**config.mk**
```make
export PLATFORM = sky130hd
export DESIGN_NAME = cmd_ring_ctl
export DESIGN_NICKNAME = d
export VERILOG_FILES = /design/src/rtl/crcr_pkg.sv /design/src/rtl/crcr_regfile.sv /design/src/rtl/crcr_run_ctl.sv /design/src/rtl/crcr_fetch_sel.sv /design/src/rtl/cmd_ring_ctl.sv
export SDC_FILE = /design/constraint.sdc
export NUM_CORES = 1
export LEC_CHECK = 0
export BUFFER_PORTS_ARGS = -buffer_cell sky130_fd_sc_hd__buf_2
export CAP_MARGIN = 20
export CORE_ASPECT_RATIO = 1.5
export CORE_UTILIZATION = 40
export DETAILED_ROUTE_END_ITERATION = 8
export GPL_TIMING_DRIVEN = 0
export PLACE_DENSITY = 0.7
export SLEW_MARGIN = 20
export SYNTH_ARGS = -nofsm -noshare
export SYNTH_HDL_FRONTEND = slang
export SYNTH_SLANG_ARGS = --single-unit
export TNS_END_PERCENT = 20
```
**constraint.sdc**
```tcl
create_clock -name clk -period 2.3 [get_ports clk]
set_input_delay 0.115 -clock clk [delete_from_list [all_inputs] [get_ports clk]]
set_output_delay 0.115 -clock clk [all_outputs]
set_load 0.005 [all_outputs]
```
**src/rtl/crcr_pkg.sv**
```systemverilog
package crcr_pkg;
  // low-word bit positions; software decodes these
  localparam int unsigned BIT_CYC   = 0;
  localparam int unsigned BIT_STOP  = 1;
  localparam int unsigned BIT_ABORT = 2;
  localparam int unsigned BIT_RUN   = 3;

  typedef enum logic [1:0] {
    SEL_NONE = 2'd0,
    SEL_LO   = 2'd1,
    SEL_HI   = 2'd2
  } word_sel_e;

  typedef enum logic {
    RING_IDLE   = 1'b0,
    RING_ACTIVE = 1'b1
  } ring_state_e;
endpackage

```
**src/rtl/crcr_regfile.sv**
```systemverilog
module crcr_regfile
  import crcr_pkg::*;
#(
  parameter int unsigned ADDR_W     = 8,
  parameter int unsigned DATA_W     = 32,
  parameter int unsigned PTR_W      = 64,
  parameter int unsigned ALIGN_BITS = 6,
  parameter logic [ADDR_W-1:0] LO_OFS = 8'h98,
  parameter logic [ADDR_W-1:0] HI_OFS = 8'h9C
) (
  input  logic              clk,
  input  logic              rst_n,
  input  logic              bus_wr,
  input  logic [ADDR_W-1:0] bus_addr,
  input  logic [DATA_W-1:0] bus_wdata,
  input  logic              running,
  input  logic              ring_start,
  output logic [DATA_W-1:0] bus_rdata,
  output logic [PTR_W-1:0]  sw_ptr,
  output logic              sw_written,
  output logic              cycle_q,
  output logic              stop_req
);
  localparam int unsigned HI_W = PTR_W - DATA_W;

  word_sel_e              sel;
  logic                   wr_ok;
  logic [DATA_W-1:ALIGN_BITS] ptr_lo_q;
  logic [HI_W-1:0]        ptr_hi_q;

  always_comb begin
    if (bus_addr == LO_OFS)      sel = SEL_LO;
    else if (bus_addr == HI_OFS) sel = SEL_HI;
    else                         sel = SEL_NONE;
  end

  // pointer and cycle writes only land while the ring is stopped
  assign wr_ok    = bus_wr && !running && (sel != SEL_NONE);
  assign stop_req = bus_wr && (sel == SEL_LO) &&
                    (bus_wdata[BIT_STOP] || bus_wdata[BIT_ABORT]);

  always_ff @(posedge clk) begin
    if (!rst_n) begin
      ptr_lo_q   <= '0;
      ptr_hi_q   <= '0;
      cycle_q    <= 1'b0;
      sw_written <= 1'b0;
    end else begin
      if (wr_ok && sel == SEL_LO) begin
        ptr_lo_q <= bus_wdata[DATA_W-1:ALIGN_BITS];
        cycle_q  <= bus_wdata[BIT_CYC];
      end
      if (wr_ok && sel == SEL_HI) ptr_hi_q <= bus_wdata[HI_W-1:0];
      if (ring_start)  sw_written <= 1'b0;
      else if (wr_ok)  sw_written <= 1'b1;
    end
  end

  assign sw_ptr = {ptr_hi_q, ptr_lo_q, {ALIGN_BITS{1'b0}}};

  // pointer field reads zero; only cycle and running are visible
  always_comb begin
    bus_rdata = '0;
    if (sel == SEL_LO) begin
      bus_rdata[BIT_CYC] = cycle_q;
      bus_rdata[BIT_RUN] = running;
    end
  end
endmodule

```
**src/rtl/crcr_run_ctl.sv**
```systemverilog
module crcr_run_ctl
  import crcr_pkg::*;
#(
  parameter int unsigned REASON_W = 8,
  parameter logic [REASON_W-1:0] CMD_REASON = '0
) (
  input  logic                clk,
  input  logic                rst_n,
  input  logic                run_stop,
  input  logic                db_wr,
  input  logic [REASON_W-1:0] db_reason,
  input  logic                stop_req,
  output logic                running,
  output logic                ring_start
);
  ring_state_e state_q, state_d;
  logic        cmd_db;

  assign cmd_db     = db_wr && (db_reason == CMD_REASON) && run_stop;
  assign ring_start = (state_q == RING_IDLE) && cmd_db && !stop_req;

  always_comb begin
    state_d = state_q;
    unique case (state_q)
      RING_IDLE:   if (ring_start) state_d = RING_ACTIVE;
      RING_ACTIVE: if (stop_req || !run_stop) state_d = RING_IDLE;
      default:     state_d = RING_IDLE;
    endcase
  end

  always_ff @(posedge clk) begin
    if (!rst_n) state_q <= RING_IDLE;
    else        state_q <= state_d;
  end

  assign running = (state_q == RING_ACTIVE);
endmodule

```
**src/rtl/crcr_fetch_sel.sv**
```systemverilog
module crcr_fetch_sel #(
  parameter int unsigned PTR_W      = 64,
  parameter int unsigned ALIGN_BITS = 6
) (
  input  logic             clk,
  input  logic             rst_n,
  input  logic             ring_start,
  input  logic             sw_written,
  input  logic [PTR_W-1:0] sw_ptr,
  input  logic             deq_upd_valid,
  input  logic [PTR_W-1:0] deq_upd_ptr,
  output logic             fetch_start,
  output logic [PTR_W-1:0] fetch_addr
);
  logic [PTR_W-1:0] deq_q;
  logic [PTR_W-1:0] pick;

  always_comb begin
    pick = sw_written ? sw_ptr : deq_q;
    pick[ALIGN_BITS-1:0] = '0;
  end

  always_ff @(posedge clk) begin
    if (!rst_n) begin
      deq_q       <= '0;
      fetch_start <= 1'b0;
      fetch_addr  <= '0;
    end else begin
      fetch_start <= ring_start;
      if (ring_start) begin
        fetch_addr <= pick;
        deq_q      <= pick;
      end else if (deq_upd_valid) begin
        deq_q <= {deq_upd_ptr[PTR_W-1:ALIGN_BITS], {ALIGN_BITS{1'b0}}};
      end
    end
  end
endmodule

```
**src/rtl/cmd_ring_ctl.sv**
```systemverilog
module cmd_ring_ctl #(
  parameter int unsigned ADDR_W     = 8,
  parameter int unsigned REASON_W   = 8,
  parameter int unsigned ALIGN_BITS = 6,
  parameter logic [ADDR_W-1:0]   LO_OFS     = 8'h98,
  parameter logic [ADDR_W-1:0]   HI_OFS     = 8'h9C,
  parameter logic [REASON_W-1:0] CMD_REASON = '0
) (
  input  logic                clk,
  input  logic                rst_n,
  input  logic                bus_wr,
  input  logic [ADDR_W-1:0]   bus_addr,
  input  logic [31:0]         bus_wdata,
  output logic [31:0]         bus_rdata,
  input  logic                run_stop,
  input  logic                db_wr,
  input  logic [REASON_W-1:0] db_reason,
  input  logic                deq_upd_valid,
  input  logic [63:0]         deq_upd_ptr,
  output logic                ring_running,
  output logic                ring_cycle,
  output logic                fetch_start,
  output logic [63:0]         fetch_addr
);
  localparam int unsigned DATA_W = 32;
  localparam int unsigned PTR_W  = 2 * DATA_W;

  logic [PTR_W-1:0] sw_ptr;
  logic             sw_written, stop_req, ring_start;

  crcr_regfile #(
    .ADDR_W(ADDR_W), .DATA_W(DATA_W), .PTR_W(PTR_W),
    .ALIGN_BITS(ALIGN_BITS), .LO_OFS(LO_OFS), .HI_OFS(HI_OFS)
  ) u_regs (
    .clk(clk), .rst_n(rst_n), .bus_wr(bus_wr), .bus_addr(bus_addr),
    .bus_wdata(bus_wdata), .running(ring_running), .ring_start(ring_start),
    .bus_rdata(bus_rdata), .sw_ptr(sw_ptr), .sw_written(sw_written),
    .cycle_q(ring_cycle), .stop_req(stop_req)
  );

  crcr_run_ctl #(.REASON_W(REASON_W), .CMD_REASON(CMD_REASON)) u_run (
    .clk(clk), .rst_n(rst_n), .run_stop(run_stop), .db_wr(db_wr),
    .db_reason(db_reason), .stop_req(stop_req),
    .running(ring_running), .ring_start(ring_start)
  );

  crcr_fetch_sel #(.PTR_W(PTR_W), .ALIGN_BITS(ALIGN_BITS)) u_fetch (
    .clk(clk), .rst_n(rst_n), .ring_start(ring_start),
    .sw_written(sw_written), .sw_ptr(sw_ptr),
    .deq_upd_valid(deq_upd_valid), .deq_upd_ptr(deq_upd_ptr),
    .fetch_start(fetch_start), .fetch_addr(fetch_addr)
  );
endmodule

```
==> results.json, run 1 <==
{
  "run_status": "finished clean",
  "fp.dieArea_sq_um": 20400,
  "avgRoutedWirePerCell_microns": 18.3,
  "area_delta_synth_final_pct": 26.3,
  "clock-skew-final_ns": 0.00595,
  "place_area_sq_um": 9260,
  "setup.worst_path.end_class": "flop",
  "tightest_slew_ns": 0.738,
  "crit_path_cell_trace": "nor4_2, nand4_1, buf_4, or2_1, buf_4, clkbuf_1, a31o_2",
  "synth_seq_cells": 178,
  "synthMuxAreaShare_pct": 15.5,
  "grt_max_degree": 17,
  "htreeDepth": 4,
  "drt_iter0_markers": 269,
  "firstDrtPassIters": 5,
  "regArea_sq_um": 3560,
  "setup_viol": 0,
  "cp-start-kind": "flop",
  "yosys_warnings": 0,
  "wl_microns": 23300,
  "syn_area_sq_um": 7940,
  "cts_root_buf": "clkbuf_16",
  "maxCapViolCount": 0,
  "path_class": "reg2reg",
  "worst_path_dominant_cell_family": "simple AND/OR/NAND/NOR gates",
  "synthesis.instances": 757,
  "hold_class": "in2reg",
  "maxSlewViolCount": 0,
  "drc": 0,
  "p_int_w": 0.00516,
  "peakVddDrop_mv": 0.384,
  "synth_compound_area_share_pct": 16.7,
  "stdcell_area_sq_um": 10000,
  "worstPathMaxFanout": 10,
  "start_util_pct": 41.1,
  "design.core.area_sq_um": 19300,
  "grt_usage_pct": 23.4,
  "cts_tree": "done",
  "crit_buf_inv": 3,
  "synth_top_family_by_area": "compound AO/OA/AOI/OAI gates",
  "multiInputGateArea_sq_um": 3890,
  "crit_arrival_ns": 2.51,
  "crit_path_frequent_cell": "buf_4",
  "fp.dieH_microns": 175,
  "fin_util_pct": 51.9,
  "synth_edf_count": 0,
  "max_slew_margin_pct": 50.8,
  "synth-xor-area-share_pct": 0,
  "cp_slowest_cell": "dfxtp_1",
  "antenna_found_initial": 1,
  "synthDistinctLibCells": 31,
  "rsz0062_at_grt": "no",
  "leakagePower_nw": 4.05,
  "timing.final.crit_share_pct": 95.2,
  "final_nets": 1117,
  "grt_pass1_wl_microns": 36000,
  "cp.required_ns": 2.63,
  "drive_gt1_share_pct": 42.5,
  "grt_pass1_vias": 6808,
  "cts_buffers": 17,
  "sw_frac_of_total_pct": 23.0,
  "max_freq_ghz": 0.457,
  "synth_ff_type": "dfxtp_1",
  "power.switching_w": 0.00154,
  "p_per_area_nw_per_um2": 668,
  "yosys.area_share.simple_pct": 15.0,
  "cpPeakStageDelay_ns": 0.40,
  "synth_fa_ha_area_share_pct": 0,
  "clk-insertion-delay-late_ns": 0.43,
  "vias": 6774,
  "pwr-share-comb_pct": 8.3,
  "io_pins": 217,
  "clkSinkCount": 178,
  "seqPwrFrac_pct": 47.4,
  "via_per_inst": 5.34,
  "rows": 62,
  "min_period_ns": 2.19,
  "place_congestion": 0.887,
  "die-width_microns": 117,
  "clockBufferDepth": 2,
  "async_reset_ff_share_pct": 0,
  "antenna_left": 0,
  "clkTransAtPathRegs_ns": 0.07,
  "seq_area_frac_synth_pct": 44.9,
  "gr-total-overflow": 0,
  "syn_avg_cell_area_sq_um": 10.5,
  "p_clk_share_pct": 44.3,
  "fillCellCount": 1805,
  "io_buffers": 172,
  "hold_violations": 0,
  "hpwl_microns": 17800
}
==> registers in the layout (all words and copies together), names as in the netlist <==
name,count
u_fetch.deq_q,58
u_fetch.fetch_addr,58
u_regs.ptr_hi_q,32
u_regs.ptr_lo_q,26
u_fetch.fetch_start,1
u_regs.cycle_q,1
u_regs.sw_written,1
u_run.running,1
==> repair_timing <==
| item | in CTS | in global routing |
|---|---|---|
| endpoints found under the hold margin | 22 | 0 |
| setup endpoints to repair | 12 | 1 |
| gates resized for setup | 0 | 1 |
| buffers inserted | 1 | 0 |
| hold buffers | 15 | 0 |
| pin swaps | 1 | 0 |
==> worst paths after layout <==
check,startpoint,slack [ns],endpoint,cells after the start
worst min register to register,u_fetch.fetch_addr[49],0.48,u_fetch.fetch_addr[49],1
worst min-delay path,bus_wdata[18],0.007,u_regs.ptr_lo_q[18],3
worst max-delay path,u_run.running,0.11,u_fetch.fetch_addr[58],7
worst max register to register,u_run.running,0.11,u_fetch.fetch_addr[58],7
==> layout make-up <==
class | instances | area share [%]
multi-input combinational | 499 | 38.8
tap | 256 | 3.19
sequential | 178 | 35.5
antenna | 1 | 0.0250
clock buffer | 21 | 4.79
timing repair buffer | 188 | 10.2
buffer | 115 | 6.20
clock inverter | 11 | 1.27
==> metal layers <==
metal,vias up,share of wire (%),track usage [%]
met5,-,0,0
met4,0,4.0,11.9
met3,50,4.9,4.20
met2,215,52,41.4
li1,3259,-,-
met1,3250,39,26.4
==> synthesized netlist by cell type, drive strengths merged (2+ instances only) <==
cell / n / share of area [%]
nor4b: 58 / 7.9
nor2b: 2 / 0.16
o21ai: 59 / 3.7
clkbuf: 53 / 2.5
nand2: 34 / 1.6
mux2: 58 / 8.2
mux2i: 58 / 7.3
nand3: 59 / 3.7
and3: 2 / 0.16
nor3b: 2 / 0.25
buf: 62 / 5.3
dfxtp: 178 / 45
nor2: 2 / 0.095
nand4: 2 / 0.16
nor4: 2 / 0.24
a31o: 117 / 13
and2: 2 / 0.16
==> power groups by stage <==
stage                     logic (W)  clock network (W)  registers (W)
after global placement     0.000527                  0        0.00324
final                      0.000558            0.00297        0.00317
after detailed placement   0.000536                  0        0.00324
after floorplan            0.000350                  0        0.00323
after global routing       0.000616            0.00312        0.00318
after CTS                  0.000557            0.00301        0.00317
==> cell usage in the layout, fill, tap and decap left out, drive strengths merged, types with 6 or more instances in the layout <==
cell	instances
mux2	58
conb	36
buf	235
a31o	117
nand2	34
dlygate4sd3	15
clkinvlp	6
mux2i	58
clkbuf	74
nor4b	58
dfxtp	178
nand3	59
o21ai	59
==> cell families after synthesis <==
family / Yosys count
muxes: 116
other: 1
buffers and inverters: 115
AOI/OAI and AO/OA: 177
DFF: 178
and+or+nand+nor: 170
==> worst min-delay path, stage by stage <==
cell     delay (ns)
buf_2          0.11
nand2_1        0.09
o21ai_0        0.07
==> stage by stage <==
stage	std cells	TNS (ns)	hold slack, ns	worst slack, ns	power (W)
3_3_place_gp	1220	-0.000458	0.385	-0.000267	0.00377
5_1_grt	1269	0	0.0151	0.00437	0.00691
2_1_floorplan	792	0	0.255	0.567	0.00358
4_1_cts	1268	0	0.000345	0.126	0.00674
3_5_place_dp	1220	-0.00377	0.387	-0.00248	0.00378
6_report	1269	0	0.00680	0.111	0.00670
No activity file was read; power rests on OpenSTA's default activity.
==> inputs of run 2 (changes only) <==
--- a/config.mk
+++ b/config.mk
@@ -5,13 +5,14 @@
 export SDC_FILE = /design/constraint.sdc
 export NUM_CORES = 1
 export LEC_CHECK = 0
+export ABC_AREA = 1
 export BUFFER_PORTS_ARGS = -buffer_cell sky130_fd_sc_hd__buf_2
 export CAP_MARGIN = 20
 export CORE_ASPECT_RATIO = 1.5
 export CORE_UTILIZATION = 40
 export DETAILED_ROUTE_END_ITERATION = 8
 export GPL_TIMING_DRIVEN = 0
-export PLACE_DENSITY = 0.7
+export PLACE_DENSITY = 0.69
 export SLEW_MARGIN = 20
 export SYNTH_ARGS = -nofsm -noshare
 export SYNTH_HDL_FRONTEND = slang
==> results.json, run 2 <==
{
  "drc": 0,
  "synth_seq_cells": 178,
  "design.core.area_sq_um": 21800,
  "max_slew_margin_pct": 55.5,
  "max_freq_ghz": 0.494,
  "syn_avg_cell_area_sq_um": 6.57,
  "tightest_slew_ns": 0.667,
  "seq_area_frac_synth_pct": 40.0,
  "cp_slowest_cell": "dlygate4sd3_1",
  "synthesis.instances": 1356,
  "grt_pass1_wl_microns": 42500,
  "p_per_area_nw_per_um2": 621,
  "grt_max_degree": 17,
  "final_nets": 1731,
  "via_per_inst": 4.79,
  "grt_usage_pct": 24.1,
  "vias": 9086,
  "sw_frac_of_total_pct": 24.8,
  "netlist.top_cell.by_area": "dfxtp_1",
  "grt_pass1_vias": 8627,
  "power.switching_w": 0.00172,
  "gr-total-overflow": 0,
  "cpPeakStageDelay_ns": 0.56,
  "avgRoutedWirePerCell_microns": 14.1,
  "drt_iter0_markers": 483,
  "fp.dieArea_sq_um": 22900,
  "p_clk_share_pct": 44.4,
  "regArea_sq_um": 3560,
  "synth_edf_count": 0,
  "crit_arrival_ns": 2.40,
  "clk-insertion-delay-late_ns": 0.44,
  "cts_buffers": 17,
  "p_int_w": 0.00521,
  "maxCapViolCount": 0,
  "rsz0062_at_grt": "no",
  "pwr-share-comb_pct": 9.9,
  "antenna_found_initial": 0,
  "die-width_microns": 124,
  "htreeDepth": 4,
  "cts_tree": "done",
  "firstDrtPassIters": 5,
  "largest_registers": "u_fetch.deq_q: 58 flops, u_fetch.fetch_addr: 58 flops, u_regs.ptr_hi_q: 32 flops",
  "total_power_w": 0.00694,
  "final_common_cell": "nand2_1",
  "start_util_pct": 40.9,
  "synthMostInstantiatedCell": "nand2_1",
  "clkTransAtPathRegs_ns": 0.07,
  "setup.worst_path.end_class": "flop",
  "min_period_ns": 2.03,
  "place_congestion": 0.941,
  "maxSlewViolCount": 0,
  "fillCellCount": 2291,
  "wl_microns": 26800,
  "multiInputGateArea_sq_um": 4030,
  "synth_ff_type": "dfxtp_1",
  "clockBufferDepth": 2,
  "synthDistinctLibCells": 22,
  "antenna_cells": 0,
  "async_reset_ff_share_pct": 0,
  "hpwl_microns": 20500,
  "synth_area_leaders": "dfxtp_1 40%, nand2_1 13%, inv_1 7.8%",
  "syn_area_sq_um": 8910,
  "run_status": "finished clean",
  "rows": 66,
  "yosysTopAreaCellShare_pct": 40.0,
  "antenna_left": 0,
  "hold_violations": 0,
  "leakagePower_nw": 5.77,
  "cp-start-kind": "input pin",
  "timing.final.crit_share_pct": 88.1,
  "synth_commonest_cells": "305 x nand2_1, 185 x inv_1, 178 x dfxtp_1",
  "setup_viol": 0,
  "worstPathMaxFanout": 10,
  "area_delta_synth_final_pct": 25.3,
  "fp.dieH_microns": 185,
  "io_buffers": 172,
  "drive_gt1_share_pct": 21.0,
  "seqPwrFrac_pct": 45.7,
  "yosys_warnings": 0,
  "peakVddDrop_mv": 0.523,
  "path_class": "in2reg",
  "cp.required_ns": 2.68,
  "io_pins": 217,
  "final_cell_mix": "305 x nand2_1, 195 x buf_2, 185 x inv_1",
  "cts_resized": 0,
  "tns_ns": 0,
  "cts_root_buf": "clkbuf_16",
  "crit_path_cell_trace": "dlygate4sd3_1, buf_2, nor2_1, nor2_1, nand3_2, buf_2, buf_2, nand4_1, nand2_1, inv_1, nor2_1",
  "clock-skew-final_ns": 0.0123,
  "hold_class": "in2reg",
  "clkSinkCount": 178
}
==> run 2: routing by layer <==
layer	vias up	wire length, microns	global-route usage (%)
li1	4680	-	-
met1	4084	11200	27.8
met2	265	13300	42.5
met3	57	1400	3.91
met4	0	930	11.5
met5	-	0	0
==> run 2: kinds of logic after synthesis <==
| family | after synthesis | share of synthesized area, % |
|---|---|---|
| AO/OA/AOI/OAI | 172 | 9.66 |
| AND/OR/NAND/NOR | 682 | 34.1 |
| flip-flops | 178 | 40.0 |
| buffers and inverters | 323 | 16.2 |
| other | 1 | 0.0421 |
==> run 2: timing repair <==
item,4_1_cts,5_1_grt
hold buffers,31,0
buffers inserted,0,0
hold endpoints to repair,35,0
==> run 2: path summary, 6_finish.rpt <==
kind / cells past startpoint / slack, ns / to / startpoint
min: 3 / 0.03 / u_fetch.fetch_start / db_wr
max: 11 / 0.27 / u_fetch.deq_q[53] / bus_wdata[2]
min reg2reg: 2 / 0.45 / u_regs.ptr_lo_q[24] / u_regs.ptr_lo_q[24]
max reg2reg: 8 / 0.42 / u_fetch.fetch_addr[41] / u_run.running
==> run 2: power by group through the flow <==
stage                     Combinational, W  Sequential [W]  Clock (W)
final                             0.000687         0.00317    0.00308
after global routing              0.000780         0.00318    0.00323
after CTS                         0.000681         0.00317    0.00311
after detailed placement          0.000636         0.00324          0
after global placement            0.000625         0.00324          0
after floorplan                   0.000422         0.00324          0
==> run 2: layout make-up <==
| class | count | share of cell area, % |
|---|---|---|
| multi-input combinational | 890 | 36.1 |
| sequential | 178 | 31.9 |
| buffer | 136 | 6.68 |
| clock inverter | 14 | 1.58 |
| tap | 272 | 3.05 |
| inverter | 187 | 6.28 |
| clock buffer | 18 | 3.93 |
| timing repair buffer | 203 | 10.5 |
==> run 2: worst max-delay path: cells and delay by family <==
family        cells  cell delay [ns]
simple gates      6             1.00
buf+inv           5             1.29
==> run 2: through the flow <==
step,utilization [%],area (sq um),setup WS [ns],hold slack (ns),std cells
floorplan,-,9040,0.916,0.250,1391
global placement,47.0,10200,0.430,0.355,1835
detailed placement,47.0,10200,0.427,0.362,1835
CTS,51.2,11200,0.301,0.00115,1898
global route,51.2,11200,0.167,0.0296,1898
finish,51.2,11200,0.275,0.0258,1898
==> inputs of run 3 (changes only) <==
--- a/config.mk
+++ b/config.mk
@@ -12,6 +12,7 @@
 export CORE_UTILIZATION = 40
 export DETAILED_ROUTE_END_ITERATION = 8
 export GPL_TIMING_DRIVEN = 0
+export MAX_ROUTING_LAYER = met4
 export PLACE_DENSITY = 0.69
 export SLEW_MARGIN = 20
 export SYNTH_ARGS = -nofsm -noshare
==> results.json, run 3 (synthesis gave the netlist of run 2 again) <==
{
  "hold_class": "in2reg",
  "tightest_slew_ns": 0.665,
  "drive_gt1_share_pct": 20.7,
  "drt_iter0_markers": 567,
  "p_per_area_nw_per_um2": 600,
  "final_cell_mix": "305 x nand2_1, 195 x buf_2, 185 x inv_1",
  "clockBufferDepth": 2,
  "antenna_found_initial": 1,
  "setup_viol": 0,
  "cts_buffers": 17,
  "stdcell_count": 1899,
  "path_depth": 10,
  "p_clk_share_pct": 42.1,
  "p_int_w": 0.00499,
  "crit_arrival_ns": 2.33,
  "design.core.area_sq_um": 21800,
  "route.met2.wl_microns": 13400,
  "crit_path_cell_trace": "dlygate4sd3_1, buf_2, nor2_1, nor2_1, nand3_2, nand3_2, buf_2, buf_2, nand3_1, o21ai_0",
  "peakVddDrop_mv": 0.433,
  "crit_end": "u_fetch.fetch_addr[44]",
  "met3WireLength_microns": 1450,
  "grt_pass1_wl_microns": 42300,
  "r2r_slack_ns": 0.33,
  "hpwl_microns": 20600,
  "highest-signal-layer": "met4",
  "timing.final.crit_share_pct": 88.3,
  "r2r-start": "u_run.running",
  "startpoint": "bus_wdata[1]",
  "cp.required_ns": 2.60,
  "max_slew_margin_pct": 55.6,
  "rsz0062_at_grt": "no",
  "clock-skew-final_ns": 0.00898,
  "wl_met1_microns": 11200,
  "largest_registers": "u_fetch.deq_q: 58 flops, u_fetch.fetch_addr: 58 flops, u_regs.ptr_hi_q: 32 flops",
  "cp-start-kind": "input pin",
  "total_power_w": 0.00666,
  "maxSlewViolCount": 0,
  "cp_slowest_cell": "dlygate4sd3_1",
  "fp.dieArea_sq_um": 22900,
  "final_common_cell": "nand2_1",
  "grt_max_degree": 17,
  "run_status": "finished clean",
  "regToRegEndpoint": "u_fetch.fetch_addr[44]",
  "dp.cells": 1835,
  "cpPeakStageDelay_ns": 0.55,
  "final_nets": 1731,
  "wl_microns": 27200,
  "maxCapViolCount": 0,
  "crit_buf_inv": 4,
  "worstPathMaxFanout": 10,
  "path_class": "in2reg",
  "max_freq_ghz": 0.492,
  "pwr-share-comb_pct": 10.3,
  "cts_root_buf": "clkbuf_16",
  "tns_ns": 0,
  "gr-total-overflow": 0,
  "fp.dieH_microns": 185,
  "firstDrtPassIters": 5,
  "reg2reg_depth": 8,
  "leakagePower_nw": 5.72,
  "crit_path_frequent_cell": "buf_2",
  "drc": 0,
  "seqPwrFrac_pct": 47.6,
  "power.switching_w": 0.00167,
  "rows": 66,
  "setup.worst_path.end_class": "flop",
  "hold_violations": 0,
  "grt_pass1_vias": 8440,
  "sw_frac_of_total_pct": 25.1,
  "vias": 9071,
  "clk-insertion-delay-late_ns": 0.44,
  "cts_tree": "done",
  "start_util_pct": 40.9,
  "htreeDepth": 4,
  "worst_path_dominant_cell_family": "buffers and inverters",
  "grt_usage_pct": 24.9,
  "io_pins": 217,
  "antenna_left": 0,
  "area_delta_synth_final_pct": 24.7,
  "cts_setup_buffers": 0,
  "io_buffers": 172,
  "min_period_ns": 2.03,
  "place_congestion": 0.984,
  "via_per_inst": 4.78,
  "clkTransAtPathRegs_ns": 0.07,
  "die-width_microns": 124,
  "clkSinkCount": 178,
  "avgRoutedWirePerCell_microns": 14.3
}
[run 3: tightest hold or removal path: stages]
cell     delay (ns)
buf_2          0.07
nor2_1         0.03
nand3_1        0.12
nor4_1         0.07
[run 3: repair_timing]
| item | CTS | global route |
|---|---|---|
| hold endpoints to repair | 34 | 0 |
| gates resized for setup | 0 | 0 |
| hold buffers | 31 | 0 |
[run 3: layout make-up]
class                   count  area [sq um]
inverters                 187           702
plain buffers             136           746
well taps                 272           340
clock buffers              22           454
clock inverters            10           103
fillers                  2261         10700
multi-input cells         890          4030
diodes                      1          2.50
flip-flops and latches    178          3560
repair buffers            203          1170
[run 3: how the worst min path moves through the flow]
stage | startpoint | cells after the start | end | slack, ns
2_1_floorplan | bus_wdata[0] | 2 | u_regs.ptr_hi_q[0] | 0.25
3_3_place_gp | bus_wdata[31] | 3 | u_regs.ptr_hi_q[31] | 0.36
3_5_place_dp | bus_wdata[31] | 3 | u_regs.ptr_hi_q[31] | 0.36
4_1_cts | bus_wdata[21] | 3 | u_regs.ptr_hi_q[21] | 0.01
5_1_grt | db_wr | 3 | u_fetch.fetch_start | 0.03
6_report | db_reason[1] | 4 | u_fetch.fetch_start | 0.02
[run 3: through the flow]
step / cell area (sq um) / utilization (%) / hold WS, ns / worst slack [ns]
floorplan: 9040 / - / 0.250 / 0.916
global placement: 10200 / 47.0 / 0.355 / 0.436
detailed placement: 10200 / 47.0 / 0.363 / 0.390
CTS: 11100 / 51.0 / 0.0125 / 0.296
global route: 11100 / 51.0 / 0.0298 / 0.188
finish: 11100 / 51.0 / 0.0156 / 0.269
[run 3: routing by layer]
layer | track usage (%) | vias up
met1 | 28.2 | 4026
met4 | 13.0 | 0
met2 | 41.9 | 299
met3 | 3.76 | 75
li1 | - | 4671
met5 | - | -
[run 3: power by group through the flow]
stage | Combinational (W) | Sequential, W | Clock [W]
floorplan | 0.000422 | 0.00324 | 0
finish | 0.000687 | 0.00317 | 0.00280
global placement | 0.000625 | 0.00324 | 0
global route | 0.000780 | 0.00318 | 0.00295
detailed placement | 0.000633 | 0.00324 | 0
CTS | 0.000679 | 0.00317 | 0.00282
